## src/rtl/i2c_tgt_pkg.sv

```systemverilog
package i2c_tgt_pkg;
  localparam int TADDR_W = 10;
  localparam int BYTE_W  = 8;
  localparam int CNT_W   = 4;

  // control word bit positions
  localparam int CB_EN  = 0;
  localparam int CB_TEN = 1;
  localparam int CB_ALL = 2;
  localparam int CB_GCE = 3;
  localparam int CB_STR = 4;
  localparam int CB_REL = 5;

  localparam logic [1:0] RA_CTRL = 2'd0;
  localparam logic [1:0] RA_ADDR = 2'd1;
  localparam logic [1:0] RA_TX   = 2'd2;
  localparam logic [1:0] RA_RX   = 2'd3;

  typedef struct packed {
    logic rel;
    logic stren;
    logic gce;
    logic ackall;
    logic ten;
    logic en;
  } ctrl_t;

  localparam int CTRL_W = $bits(ctrl_t);

  typedef enum logic [2:0] {
    S_IDLE, S_ADDR, S_ADDR2, S_RX, S_TX, S_SKIP
  } eng_st_t;
endpackage

```

## src/rtl/i2c_tgt_sync.sv

```systemverilog
module i2c_tgt_sync #(
  parameter int STAGES = 2
) (
  input  logic clk,
  input  logic rst_n,
  input  logic scl_i,
  input  logic sda_i,
  output logic sda_s,
  output logic rise,
  output logic fall,
  output logic start,
  output logic stop
);
  logic [STAGES-1:0] scl_p, sda_p;
  logic scl_q, sda_q, scl_s;

  always_ff @(posedge clk or negedge rst_n) begin
    if (!rst_n) begin
      scl_p <= '1;
      sda_p <= '1;
      scl_q <= 1'b1;
      sda_q <= 1'b1;
    end else begin
      scl_p <= {scl_p[STAGES-2:0], scl_i};
      sda_p <= {sda_p[STAGES-2:0], sda_i};
      scl_q <= scl_p[STAGES-1];
      sda_q <= sda_p[STAGES-1];
    end
  end

  assign scl_s = scl_p[STAGES-1];
  assign sda_s = sda_p[STAGES-1];
  assign rise  = scl_s & ~scl_q;
  assign fall  = ~scl_s & scl_q;
  assign start = scl_s & scl_q & sda_q & ~sda_s;
  assign stop  = scl_s & scl_q & ~sda_q & sda_s;
endmodule

```

## src/rtl/i2c_tgt_regs.sv

```systemverilog
module i2c_tgt_regs
  import i2c_tgt_pkg::*;
#(
  parameter int REG_W = 16
) (
  input  logic              clk,
  input  logic              rst_n,
  input  logic              wr,
  input  logic [1:0]        addr,
  input  logic [REG_W-1:0]  wdata,
  output logic [REG_W-1:0]  rdata,
  input  logic              tx_start,
  input  logic              rx_done,
  input  logic [BYTE_W-1:0] rx_byte,
  output ctrl_t             ctrl,
  output logic [TADDR_W-1:0] taddr,
  output logic [BYTE_W-1:0] tx_byte
);
  ctrl_t ctrl_q, ctrl_d;
  logic [TADDR_W-1:0] taddr_q, taddr_d;
  logic [BYTE_W-1:0]  txb_q, txb_d;
  logic unused_wbits;

  assign unused_wbits = ^wdata[REG_W-1:TADDR_W];

  always_comb begin
    ctrl_d  = ctrl_q;
    taddr_d = taddr_q;
    txb_d   = txb_q;
    if (wr) begin
      case (addr)
        RA_CTRL: begin
          ctrl_d.en     = wdata[CB_EN];
          ctrl_d.ten    = wdata[CB_TEN];
          ctrl_d.ackall = wdata[CB_ALL];
          ctrl_d.gce    = wdata[CB_GCE];
          ctrl_d.stren  = wdata[CB_STR];
          // policy of the stored stretch-enable decides the write rule
          ctrl_d.rel    = ctrl_q.stren ? wdata[CB_REL] : (ctrl_q.rel | wdata[CB_REL]);
        end
        RA_ADDR: taddr_d = wdata[TADDR_W-1:0];
        RA_TX:   txb_d   = wdata[BYTE_W-1:0];
        default: ;
      endcase
    end
    // hardware clears win over a same-cycle write
    if (tx_start || (rx_done && ctrl_q.stren)) ctrl_d.rel = 1'b0;
  end

  always_ff @(posedge clk or negedge rst_n) begin
    if (!rst_n) begin
      ctrl_q  <= '{rel: 1'b1, default: 1'b0};
      taddr_q <= '0;
      txb_q   <= '0;
    end else begin
      ctrl_q  <= ctrl_d;
      taddr_q <= taddr_d;
      txb_q   <= txb_d;
    end
  end

  always_comb begin
    rdata = '0;
    case (addr)
      RA_CTRL: rdata[CTRL_W-1:0]  = ctrl_q;
      RA_ADDR: rdata[TADDR_W-1:0] = taddr_q;
      RA_TX:   rdata[BYTE_W-1:0]  = txb_q;
      default: rdata[BYTE_W-1:0]  = rx_byte;
    endcase
  end

  assign ctrl    = ctrl_q;
  assign taddr   = taddr_q;
  assign tx_byte = txb_q;
endmodule

```

## src/rtl/i2c_tgt_engine.sv

```systemverilog
module i2c_tgt_engine
  import i2c_tgt_pkg::*;
(
  input  logic               clk,
  input  logic               rst_n,
  input  logic               en,
  input  logic               ten,
  input  logic               ackall,
  input  logic               gce,
  input  logic [TADDR_W-1:0] taddr,
  input  logic [BYTE_W-1:0]  tx_byte,
  input  logic               sda_s,
  input  logic               rise,
  input  logic               fall,
  input  logic               start,
  input  logic               stop,
  output logic               sda_oe,
  output logic               irq,
  output logic               rx_done,
  output logic               tx_start,
  output logic [BYTE_W-1:0]  rx_byte,
  output logic               busy
);
  localparam logic [CNT_W-1:0] LAST_BIT = CNT_W'(BYTE_W);
  localparam logic [CNT_W-1:0] ACK_BIT  = CNT_W'(BYTE_W + 1);

  eng_st_t st_q, st_d, go_q, go_d;
  logic [CNT_W-1:0]  cnt_q, cnt_d;
  logic [BYTE_W-1:0] sh_q, sh_d, txs_q, txs_d, rx_q, rx_d;
  logic ack_q, ack_d, txo_q, txo_d, mn_q, mn_d, ten_q, ten_d;
  logic irq_q, irq_d, rxd_q, rxd_d, txst_q, txst_d;
  logic active, hit7, hdr;

  assign active = (st_q != S_IDLE) && (st_q != S_SKIP);
  assign hit7   = ackall || (gce && sh_q == '0) ||
                  (!ten && sh_q != '0 && sh_q[7:1] == taddr[6:0]);
  assign hdr    = ten && !ackall && sh_q[7:3] == 5'b11110 && sh_q[2:1] == taddr[9:8];

  always_comb begin
    st_d = st_q;  go_d = go_q;  cnt_d = cnt_q;  sh_d = sh_q;
    txs_d = txs_q; rx_d = rx_q; ack_d = ack_q;  txo_d = txo_q;
    mn_d = mn_q;  ten_d = ten_q;
    irq_d = 1'b0; rxd_d = 1'b0; txst_d = 1'b0;
    if (!en || stop) begin
      st_d = S_IDLE; cnt_d = '0; ack_d = 1'b0; txo_d = 1'b0; ten_d = 1'b0;
    end else if (start) begin
      st_d = S_ADDR; cnt_d = '0; ack_d = 1'b0; txo_d = 1'b0;
    end else if (rise && active) begin
      if (cnt_q < LAST_BIT) sh_d = {sh_q[BYTE_W-2:0], sda_s};
      else                  mn_d = sda_s;
      cnt_d = cnt_q + 1'b1;
    end else if (fall && active) begin
      if (cnt_q == LAST_BIT) begin
        case (st_q)
          S_ADDR: begin
            if (hit7) begin
              ack_d = 1'b1; irq_d = 1'b1; txst_d = sh_q[0];
              go_d = sh_q[0] ? S_TX : S_RX;
            end else if (hdr && !sh_q[0]) begin
              ack_d = 1'b1; go_d = S_ADDR2;
            end else if (hdr && ten_q) begin
              ack_d = 1'b1; irq_d = 1'b1; txst_d = 1'b1; go_d = S_TX;
            end else begin
              st_d = S_SKIP;
            end
          end
          S_ADDR2: begin
            if (sh_q == taddr[BYTE_W-1:0]) begin
              ack_d = 1'b1; irq_d = 1'b1; ten_d = 1'b1; go_d = S_RX;
            end else begin
              st_d = S_SKIP;
            end
          end
          S_RX: begin
            rx_d = sh_q; ack_d = 1'b1; irq_d = 1'b1; rxd_d = 1'b1; go_d = S_RX;
          end
          default: begin
            txo_d = 1'b0; go_d = S_TX;
          end
        endcase
      end else if (cnt_q == ACK_BIT) begin
        ack_d = 1'b0; cnt_d = '0;
        if (st_q == S_TX) irq_d = 1'b1;
        if (go_q == S_TX && st_q == S_TX && mn_q) begin
          st_d = S_SKIP; txo_d = 1'b0;
        end else if (go_q == S_TX) begin
          st_d = S_TX; txs_d = tx_byte; txo_d = ~tx_byte[BYTE_W-1];
        end else begin
          st_d = go_q;
        end
      end else if (st_q == S_TX && cnt_q != '0) begin
        txs_d = {txs_q[BYTE_W-2:0], 1'b0};
        txo_d = ~txs_q[BYTE_W-2];
      end
    end
  end

  always_ff @(posedge clk or negedge rst_n) begin
    if (!rst_n) begin
      st_q <= S_IDLE; go_q <= S_IDLE; cnt_q <= '0; sh_q <= '0;
      txs_q <= '0; rx_q <= '0; ack_q <= 1'b0; txo_q <= 1'b0;
      mn_q <= 1'b1; ten_q <= 1'b0;
      irq_q <= 1'b0; rxd_q <= 1'b0; txst_q <= 1'b0;
    end else begin
      st_q <= st_d; go_q <= go_d; cnt_q <= cnt_d; sh_q <= sh_d;
      txs_q <= txs_d; rx_q <= rx_d; ack_q <= ack_d; txo_q <= txo_d;
      mn_q <= mn_d; ten_q <= ten_d;
      irq_q <= irq_d; rxd_q <= rxd_d; txst_q <= txst_d;
    end
  end

  assign sda_oe   = en & (ack_q | txo_q);
  assign irq      = irq_q;
  assign rx_done  = rxd_q;
  assign tx_start = txst_q;
  assign rx_byte  = rx_q;
  assign busy     = st_q != S_IDLE;
endmodule

```

## src/rtl/i2c_tgt_stretch.sv

```systemverilog
module i2c_tgt_stretch
  import i2c_tgt_pkg::*;
#(
  parameter int SYNC_STAGES = 2,
  parameter int REG_W       = 16
) (
  input  logic             clk,
  input  logic             rst_n,
  input  logic             reg_wr,
  input  logic [1:0]       reg_addr,
  input  logic [REG_W-1:0] reg_wdata,
  output logic [REG_W-1:0] reg_rdata,
  input  logic             scl_i,
  output logic             scl_oe,
  input  logic             sda_i,
  output logic             sda_oe,
  output logic             irq
);
  logic [1:0] rst_pipe;
  logic rst_int;
  ctrl_t ctrl;
  logic [TADDR_W-1:0] taddr;
  logic [BYTE_W-1:0] tx_byte, rx_byte;
  logic sda_s, rise, fall, start, stop;
  logic rx_done, tx_start, busy;
  logic en_w, rel_w, stren_w;

  always_ff @(posedge clk or negedge rst_n) begin
    if (!rst_n) rst_pipe <= '0;
    else        rst_pipe <= {rst_pipe[0], 1'b1};
  end
  assign rst_int = rst_pipe[1];

  i2c_tgt_sync #(.STAGES(SYNC_STAGES)) u_sync (
    .clk(clk), .rst_n(rst_int), .scl_i(scl_i), .sda_i(sda_i),
    .sda_s(sda_s), .rise(rise), .fall(fall), .start(start), .stop(stop)
  );

  i2c_tgt_regs #(.REG_W(REG_W)) u_regs (
    .clk(clk), .rst_n(rst_int), .wr(reg_wr), .addr(reg_addr),
    .wdata(reg_wdata), .rdata(reg_rdata), .tx_start(tx_start),
    .rx_done(rx_done), .rx_byte(rx_byte), .ctrl(ctrl), .taddr(taddr),
    .tx_byte(tx_byte)
  );

  i2c_tgt_engine u_eng (
    .clk(clk), .rst_n(rst_int), .en(ctrl.en), .ten(ctrl.ten),
    .ackall(ctrl.ackall), .gce(ctrl.gce), .taddr(taddr), .tx_byte(tx_byte),
    .sda_s(sda_s), .rise(rise), .fall(fall), .start(start), .stop(stop),
    .sda_oe(sda_oe), .irq(irq), .rx_done(rx_done), .tx_start(tx_start),
    .rx_byte(rx_byte), .busy(busy)
  );

  assign en_w    = ctrl.en;
  assign rel_w   = ctrl.rel;
  assign stren_w = ctrl.stren;
  assign scl_oe  = en_w & ~rel_w;
endmodule

```

## config.mk

```make
export PLATFORM = sky130hd
export DESIGN_NAME = i2c_tgt_stretch
export DESIGN_NICKNAME = d
export VERILOG_FILES = /design/src/rtl/i2c_tgt_pkg.sv /design/src/rtl/i2c_tgt_sync.sv /design/src/rtl/i2c_tgt_regs.sv /design/src/rtl/i2c_tgt_engine.sv /design/src/rtl/i2c_tgt_stretch.sv
export SDC_FILE = /design/constraint.sdc
export NUM_CORES = 1
export LEC_CHECK = 0
export BUFFER_PORTS_ARGS = -buffer_cell sky130_fd_sc_hd__buf_2
export CAP_MARGIN = 10
export CORE_ASPECT_RATIO = 2
export CORE_UTILIZATION = 63
export CTS_CLUSTER_DIAMETER = 40
export DETAILED_ROUTE_END_ITERATION = 12
export HOLD_SLACK_MARGIN = 0.03
export PLACE_DENSITY = 0.88
export SYNTH_ARGS = -nofsm -noshare
export SYNTH_HDL_FRONTEND = slang
export SYNTH_SLANG_ARGS = --single-unit
```

## constraint.sdc

```tcl
create_clock -name clk -period 6.5 [get_ports clk]
set_input_delay 0.325 -clock clk [delete_from_list [all_inputs] [get_ports clk]]
set_output_delay 0.325 -clock clk [all_outputs]
set_load 0.03 [all_outputs]
```

==> results of run 1 <==
[cell families (layout without fill, tap and decap cells)]
family                     Yosys count  in the layout  share of synthesized area
adders and majority gates            3              3                    0.01015
muxes                               55             55                     0.1834
and+or+nand+nor                     90             90                     0.1309
DFF                                 72             72                     0.4899
buffers and inverters               28             56                    0.03755
xor gates and xnor gates            19             19                    0.04499
AOI/OAI and AO/OA                   54             54                     0.1012
other                                2              7                   0.002031
[registers in the layout (all words and copies together), names as in the netlist, 2 cells and up]
| signal | count |
|---|---|
| u_sync.scl_p | 2 |
| u_regs.ctrl | 6 |
| u_regs.tx_byte | 8 |
| u_eng.sh_q | 8 |
| u_eng.txs_q | 7 |
| u_sync.sda_p | 2 |
| u_eng.st_q | 3 |
| u_eng.go_q | 3 |
| u_eng.rx_byte | 8 |
| rst_pipe | 2 |
| u_eng.cnt_q | 4 |
| u_regs.taddr | 10 |
[power groups by stage]
stage / clock network [uW] / logic (uW) / registers, uW
finish: 520 / 313 / 622
global route: 542 / 337 / 629
CTS: 523 / 312 / 619
detailed placement: 0 / 300 / 623
global placement: 0 / 287 / 617
floorplan: 0 / 287 / 559
[final timing paths]
path / to / cells past startpoint
hold / removal: u_sync.scl_p[0] / 1
hold reg to reg: rst_pipe[1] / 0
min in group asynchronous: rst_pipe[1] / 2
max in group asynchronous: u_eng.cnt_q[3] / 1
setup reg to reg: u_eng.txs_q[0] / 6
setup / recovery: u_eng.txs_q[0] / 6
[routing by layer]
metal / vias up / GRT usage
li1: 1196 / -
met4: 0 / 0.2439
met3: 43 / 0.06884
met1: 1365 / 0.3344
met5: - / 0
met2: 121 / 0.5842
[cell type report]
cell class	count	area, sq um	area share
clock buffer	11	232.7	0.05581
clock inverter	5	81.33	0.01950
inverter	8	30.03	0.007201
multi-input combinational	228	1767	0.4236
sequential	72	1813	0.4347
tap	61	76.32	0.01830
timing repair buffer	32	170.2	0.04080
[timing repair]
action,in CTS,in global routing
gates resized for setup,0,0
hold buffers,1,0
hold endpoints to repair,2,0
[cells in the final DEF, fill, tap and decap left out, drive strengths merged, types with 4 or more instances in the layout]
cell type and instances:
nor2b 6, nor4 6, buf 31, clkbuf 11
dfstp 8, xor2 10, mux2 42, nand2 20
nor2 23, nor3b 4, mux2i 7, o21ai 16
a21oi 14, nor3 7, nand3b 6, xnor2 9
dfrtp 64, nand2b 4, conb 7, mux4 6
inv 8
[worst max-delay path, delay by kind of cell, from the launching register on]
kind	cells	cell delay [ns]
AOI/OAI and AO/OA	1	1.07
buffers and inverters	1	0.11
muxes	1	0.42
adders and majority gates	1	0.15
and+or+nand+nor	2	0.82
DFF	1	0.43
[stage by stage]
stage | instance area [sq um] | hold slack, ns | std cells
global route | 4170 | 0.07685 | 417
CTS | 4170 | 0.08051 | 417
global placement | 3846 | 0.1100 | 400
detailed placement | 3846 | 0.1128 | 400
finish | 4170 | 0.08529 | 417
floorplan | 3717 | 0.02941 | 328
==> flow_summary.toml, run 1 <==
[outcome]
status = "finished clean"

[yosys]
synth_cell_types = 51
synth_ff_type = "dfrtp_1"
synth_common_cells = "dfrtp_1 (64), mux2_2 (41), nor2_1 (23)"
synth_top_area_frac = 0.4330
seq_area_frac_synth = 0.4899
synth_edf_count = 0
async_flop_share = 1.000
syn_avg_cell_area_sq_um = 11.45
yosysMostFrequentCell = "dfrtp_1"
synthesis.area_sq_mm = 0.003699
synth.area.top_cells = "dfrtp_1 (43%), mux2_2 (12%), dfstp_2 (5.7%)"
ys_warn_count = 0
synth_area_leader_cell = "dfrtp_1"
synth_seq_cells = 72
syn_inst = 323

[floorplan]
dieHeight_um = 110.4
core-area_sq_mm = 0.005660
rows = 39
die_area_sq_mm = 0.006200
io_pins = 42
initial_core_util = 0.6534
die_w_um = 56.18

[clock_network]
cts_buffer_depth = 2
cts_sinks = 72
tritoncts = "done"
htreeDepth = 3
clk_pin_slew_ns = 0.06
cts_made_buffers = 9
post_cts_buffers = 0
clockRootBuffer = "clkbuf_16"
clock_latency_ns = 0.34

[sta]
rsz0062_at_grt = "false"
final.period_utilization = 0.4792
finalCriticalPeriod_ns = 3.115
max-slew-margin-rel = 0.2180
final-setup-viol-count = 0
setup_tns_ns = 0
layout_setup_ws_ns = 3.385
fmax_ghz = 0.3211
finalHoldViolations = 0
tightest_slew_ns = 1.163
report.final.slew_viol_count = 0
skew_ns = 0.008482

[power]
internal_power_uw = 993.7
p_sw_frac = 0.3169
p_leak_uw = 0.001895
seq_power_share = 0.428
power_uw = 1455
p_sw_uw = 461.0
p_comb_frac = 0.215
clkPwrFrac = 0.357
peakVddDrop_mv = 0.3590
p_per_area_mw_per_mm2 = 348.8

[finish]
final_nets = 377
area_growth_pct = 12.75
n_antenna_cell = 0
fillers = 381
drive_gt1_frac = 0.3174
utilization = 0.7367

[worst_hold_path]
hp-class = "input port to register"
holdCritStartpoint = "scl_i"

[routing]
wl_met1_um = 3086
drt_iter0_drc = 149
first_pass_iters = 4
ant_nets = 0
routedWlPerCell_um = 21.90
avgViaCountPerCell = 6.535
vias = 2725
top_layer = "met4"
drc_errors = 0
wl_met2_um = 5054
wl_met3_um = 453
routed_wl_um = 9131

[setup_path]
rrSetupSlack_ns = 3.39
critical_path_required_ns = 6.73
crit_start = "u_eng.cnt_q[1]"
cp_slowest_cell = "a2111oi_2"
path_class = "register to register"
r2r_start = "u_eng.cnt_q[1]"
max_stage_delay_ns = 1.07
crit_chain = "inv_1 > ha_1 > nand3b_1 > nand3b_1 > a2111oi_2 > mux2_2"
critPathCaptureType = "register"
start_kind = "register"
path_max_fanout = 14
cpMostUsedCell = "nand3b_1"
critical_path_arrival_ns = 3.34

[global_routing]
antenna_found_initial = 0
grt_max_degree = 71
grt_pass1_wl_um = 14590
grt_pass1_vias = 2845
grt_util_all_layers = 0.3286
overflow = 0

[placement]
io_buffers = 29
place_hpwl_um = 6288
place_ws_ns = 3.408
place.gp.congestion = 0.9432

[job]
cap_violations = 0
(Power assumes the default switching activity.)
==> inputs of run 2 (changes only) <==
CORE_UTILIZATION = 53   (was 63)
PLACE_DENSITY = 0.79   (was 0.88)
clock period = 2.8 ns   (was 6.5 ns; I/O delays follow)
==> flow_summary.toml, run 2 (synthesized netlist as in run 1, its figures left out) <==
[outcome]
status = "finished clean"

[worst_hold_path]
holdCritStartpoint = "reg_wdata[8]"
hp-class = "input port to register"

[floorplan]
rows = 42
initial_core_util = 0.5542
io_pins = 42
die_w_um = 61.07
dieHeight_um = 120.1
die_area_sq_mm = 0.007337
core-area_sq_mm = 0.006674

[power]
clkPwrFrac = 0.350
p_leak_uw = 0.001965
p_sw_frac = 0.3200
p_sw_uw = 1075
seq_power_share = 0.413
peakVddDrop_mv = 0.5218
internal_power_uw = 2285
p_per_area_mw_per_mm2 = 779.3
p_comb_frac = 0.237

[sta]
finalCriticalPeriod_ns = 2.568
setup_tns_ns = 0
final-setup-viol-count = 0
hold_slack_ns = 0.03575
fmax_ghz = 0.3894
skew_ns = 0.004892
max-slew-margin-rel = 0.4971
finalHoldViolations = 0
tightest_slew_ns = 0.7543
rsz0062_at_grt = "false"
report.final.slew_viol_count = 0
final.period_utilization = 0.9173

[routing]
drc_errors = 0
vias = 2685
routedWlPerCell_um = 18.46
first_pass_iters = 4
routed_wl_um = 8435
ant_nets = 0
avgViaCountPerCell = 5.875
drt_iter0_drc = 128

[clock_network]
cts_made_buffers = 9
tritoncts = "done"
cts_sinks = 72
cts_buffer_depth = 2
clockRootBuffer = "clkbuf_16"
clk_pin_slew_ns = 0.06
clock_latency_ns = 0.34
htreeDepth = 3
cts-resized-gates = 0

[finish]
n_antenna_cell = 0
drive_gt1_frac = 0.3388
area_growth_pct = 16.61
final_nets = 390
final_area_sq_mm = 0.004313
mostFrequentLayoutCells = "dfrtp_1 (63), mux2_2 (41), buf_2 (29), nor2_1 (23), nand2_1 (20)"
largest_reg_flops = 10
final_common_cell = "dfrtp_1"

[placement]
place_area_sq_mm = 0.003968
place.gp.congestion = 0.9360
place_hpwl_um = 6217
io_buffers = 29

[global_routing]
grt_pass1_wl_um = 13630
antenna_found_initial = 0
grt_max_degree = 38
grt_util_all_layers = 0.2617
grt_pass1_vias = 2742
overflow = 0

[setup_path]
r2r_start = "u_eng.sh_q[3]"
critPathCaptureType = "register"
max_stage_delay_ns = 0.60
crit_start = "u_eng.sh_q[3]"
critPathBufInv = 1
start_kind = "register"
crit_family = "simple AND/OR/NAND/NOR gates"
critical_path_arrival_ns = 2.79
path_class = "register to register"
cp_slowest_cell = "or4_4"
critical_path_required_ns = 3.02
path_max_fanout = 7
crit_chain = "or4_4 > or2_4 > a311oi_4 > inv_2 > a221oi_2 > mux2_1"

[job]
cap_violations = 0
## run 2: path summary, 6_finish.rpt
check                                          to  slack, ns  depth (start not counted)
worst max-delay path                u_eng.st_q[0]       0.23                          6
worst max register to register      u_eng.st_q[0]       0.23                          6
max in group asynchronous            u_sync.scl_q       1.73                          1
worst min-delay path              u_regs.taddr[8]       0.04                          2
worst min register to register  u_regs.tx_byte[3]       0.34                          0
min in group asynchronous             rst_pipe[1]       0.11                          2
## run 2: cell type report
class	count	area, sq um
inverters	8	30.03
well taps	88	110.1
flip-flops and latches	72	1813
fillers	525	2361
clock buffers	10	239.0
multi-input cells	228	1767
clock inverters	6	66.31
repair buffers	45	287.8
## run 2: power by group through the flow
| stage | Combinational [uW] | Clock (uW) | Sequential, uW |
|---|---|---|---|
| after global placement | 754 | 0 | 1380 |
| after detailed placement | 784 | 0 | 1400 |
| final | 796 | 1180 | 1390 |
| after CTS | 796 | 1180 | 1380 |
| after floorplan | 665 | 0 | 1300 |
| after global routing | 860 | 1230 | 1400 |
## run 2: metal layers
| layer | wire length, um | track usage |
|---|---|---|
| met5 | 0 | 0 |
| met4 | 331 | 0.1420 |
| met3 | 325 | 0.05388 |
| met2 | 4714 | 0.4321 |
| met1 | 3062 | 0.3040 |
## run 2: repair_timing
| item | 4_1_cts | 5_1_grt |
|---|---|---|
| hold buffers | 3 | 1 |
| setup buffers | 0 | 0 |
| endpoints found under the hold margin | 4 | 1 |
## run 2: metrics by stage
stage	std cells	util	power [uW]	worst slack, ns
after global routing	457	0.6462	3492	0.1549
after CTS	456	0.6447	3362	0.2451
after global placement	437	0.5945	2139	0.3034
after floorplan	328	-	1964	0.4118
final	457	0.6462	3361	0.2316
after detailed placement	437	0.5945	2183	0.2713
==> inputs of run 3 (changes only) <==
CORE_UTILIZATION = 61   (was 53)
CTS_BUF_LIST = sky130_fd_sc_hd__clkbuf_8   (was not set)
PLACE_DENSITY = 0.86   (was 0.79)
clock period = 2.7 ns   (was 2.8 ns; I/O delays follow)
==> flow_summary.toml, run 3 (synthesized netlist as in run 1, its figures left out) <==
[clock_network]
cts-resized-gates = 0
clockRootBuffer = "clkbuf_8"
cts_made_buffers = 9
cts_buffer_depth = 2
clock_latency_ns = 0.36
clk_pin_slew_ns = 0.08
post_cts_buffers = 0
cts_hold_buf = 9
cts_sinks = 72
htreeDepth = 3
tritoncts = "done"

[routing]
routedWlPerCell_um = 19.94
ant_nets = 0
routed_wl_um = 8774
first_pass_iters = 9
vias = 2738
avgViaCountPerCell = 6.223
drc_errors = 2
drt_iter0_drc = 142

[floorplan]
dieHeight_um = 112.1
core-area_sq_mm = 0.005758
die_w_um = 57.06
initial_core_util = 0.6423
die_area_sq_mm = 0.006398
rows = 39
io_pins = 42

[finish]
n_antenna_cell = 0
largest_reg_flops = 10
final_nets = 400
drive_gt1_frac = 0.3430
multi_input_area_sq_mm = 0.001767
mostFrequentLayoutCells = "dfrtp_1 (63), mux2_2 (41), buf_2 (29), nor2_1 (23), nand2_1 (20)"
ff_latch_area_sq_mm = 0.001813
final_common_cell = "dfrtp_1"
fillers = 393
area_growth_pct = 14.75

[setup_path]
start_kind = "register"
critPathCaptureType = "register"
path_class = "register to register"
crit_chain = "or4_4 > or2_4 > a311oi_4 > inv_2 > a221oi_2 > mux2_1"
r2r_start = "u_eng.sh_q[7]"
cp_slowest_cell = "or4_4"
r2r-end = "u_eng.st_q[0]"
reg2reg_depth = 6
rrSetupSlack_ns = 0.21
path_max_fanout = 6
max_stage_delay_ns = 0.57
critical_path_arrival_ns = 2.74
critical_path_required_ns = 2.95

[sta]
tightest_slew_ns = 0.6930
rsz0062_at_grt = "false"
skew_ns = 0.009222
finalCriticalPeriod_ns = 2.495
final.period_utilization = 0.9241
layout_setup_ws_ns = 0.2051
fmax_ghz = 0.4008
report.final.slew_viol_count = 0
finalHoldViolations = 0
final-setup-viol-count = 0
max-slew-margin-rel = 0.5370
setup_tns_ns = 0

[power]
peakVddDrop_mv = 0.5803
internal_power_uw = 2082
clkPwrFrac = 0.269
p_sw_frac = 0.3403
p_leak_uw = 0.001945
p_per_area_mw_per_mm2 = 743.6
p_sw_uw = 1074
p_comb_frac = 0.290
seq_power_share = 0.441

[placement]
place_ws_ns = 0.2209
place.gp.congestion = 0.9703
io_buffers = 29
place_hpwl_um = 6518

[global_routing]
grt_pass1_wl_um = 14300
grt_max_degree = 36
antenna_found_initial = 0
overflow = 0
grt_util_all_layers = 0.3076
grt_pass1_vias = 2903

[job]
cap_violations = 0

[worst_hold_path]
holdCritStartpoint = "reg_wdata[1]"
hp-class = "input port to register"
hold_depth = 2
min_to = "u_regs.tx_byte[1]"

[outcome]
status = "finished with violations"
violations = "design-rule violations"
==> run 3: changes by cell type in the layout (fill, tap and decap cells not counted), sizes merged <==
cell | previous run | this run
buf | 41 | 46
dlygate4sd3 | 4 | 9
clkinvlp | 0 | 3
clkbuf | 10 | 9
clkinv | 3 | 2
inv | 10 | 9
==> run 3: final cells by class <==
class	instances	area share
Multi-Input combinational cell	228	0.4163
Inverter	8	0.007075
Sequential cell	72	0.4272
Timing Repair Buffer	55	0.08550
Clock buffer	9	0.02919
Tap cell	61	0.01798
Clock inverter	7	0.01680
==> run 3: power groups by stage <==
stage | Sequential, uW | Combinational, uW | Clock [uW]
2_1_floorplan | 1350 | 690 | 0
6_report | 1390 | 916 | 849
4_1_cts | 1380 | 910 | 866
3_3_place_gp | 1400 | 862 | 0
3_5_place_dp | 1410 | 894 | 0
5_1_grt | 1410 | 989 | 899
==> run 3: how the worst max path moves through the flow <==
stage	start	to	slack, ns	cells after the start
4_1_cts	u_eng.sh_q[7]	u_eng.st_q[0]	0.22	6
6_report	u_eng.sh_q[7]	u_eng.st_q[0]	0.21	6
3_3_place_gp	u_eng.sh_q[7]	u_eng.st_q[0]	0.23	6
2_1_floorplan	u_eng.sh_q[1]	u_eng.st_q[0]	0.31	7
5_1_grt	u_eng.sh_q[2]	u_eng.go_q[2]	0.10	7
3_5_place_dp	u_eng.sh_q[7]	u_eng.st_q[0]	0.22	6
==> run 3: worst max-delay path: cells and delay by family, from the launching register on <==
family,cells,cell delay [ns]
muxes,1,0.34
DFF,1,0.47
buffers and inverters,1,0.06
AOI/OAI and AO/OA,2,0.67
and+or+nand+nor,2,0.85
==> run 3: stage by stage <==
stage          total power (uW)  area (sq um)    util  std cells  hold slack (ns)
6_report                   3156          4244  0.7371        440          0.04551
5_1_grt                    3294          4244  0.7371        440          0.03212
4_1_cts                    3160          4244  0.7371        440          0.03040
3_5_place_dp               2301          3959  0.6875        415         -0.07917
3_3_place_gp               2258          3959  0.6875        415         -0.08034
2_1_floorplan              2036          3717       -        328          -0.1606
==> run 3: metal layers <==
layer  GRT usage  wire length (um)  vias up
met3     0.05991               408       42
met5           0                 0        -
li1            -                 -     1245
met4      0.2341               602        0
met1      0.3171              3027     1336
met2      0.5310              4735      115
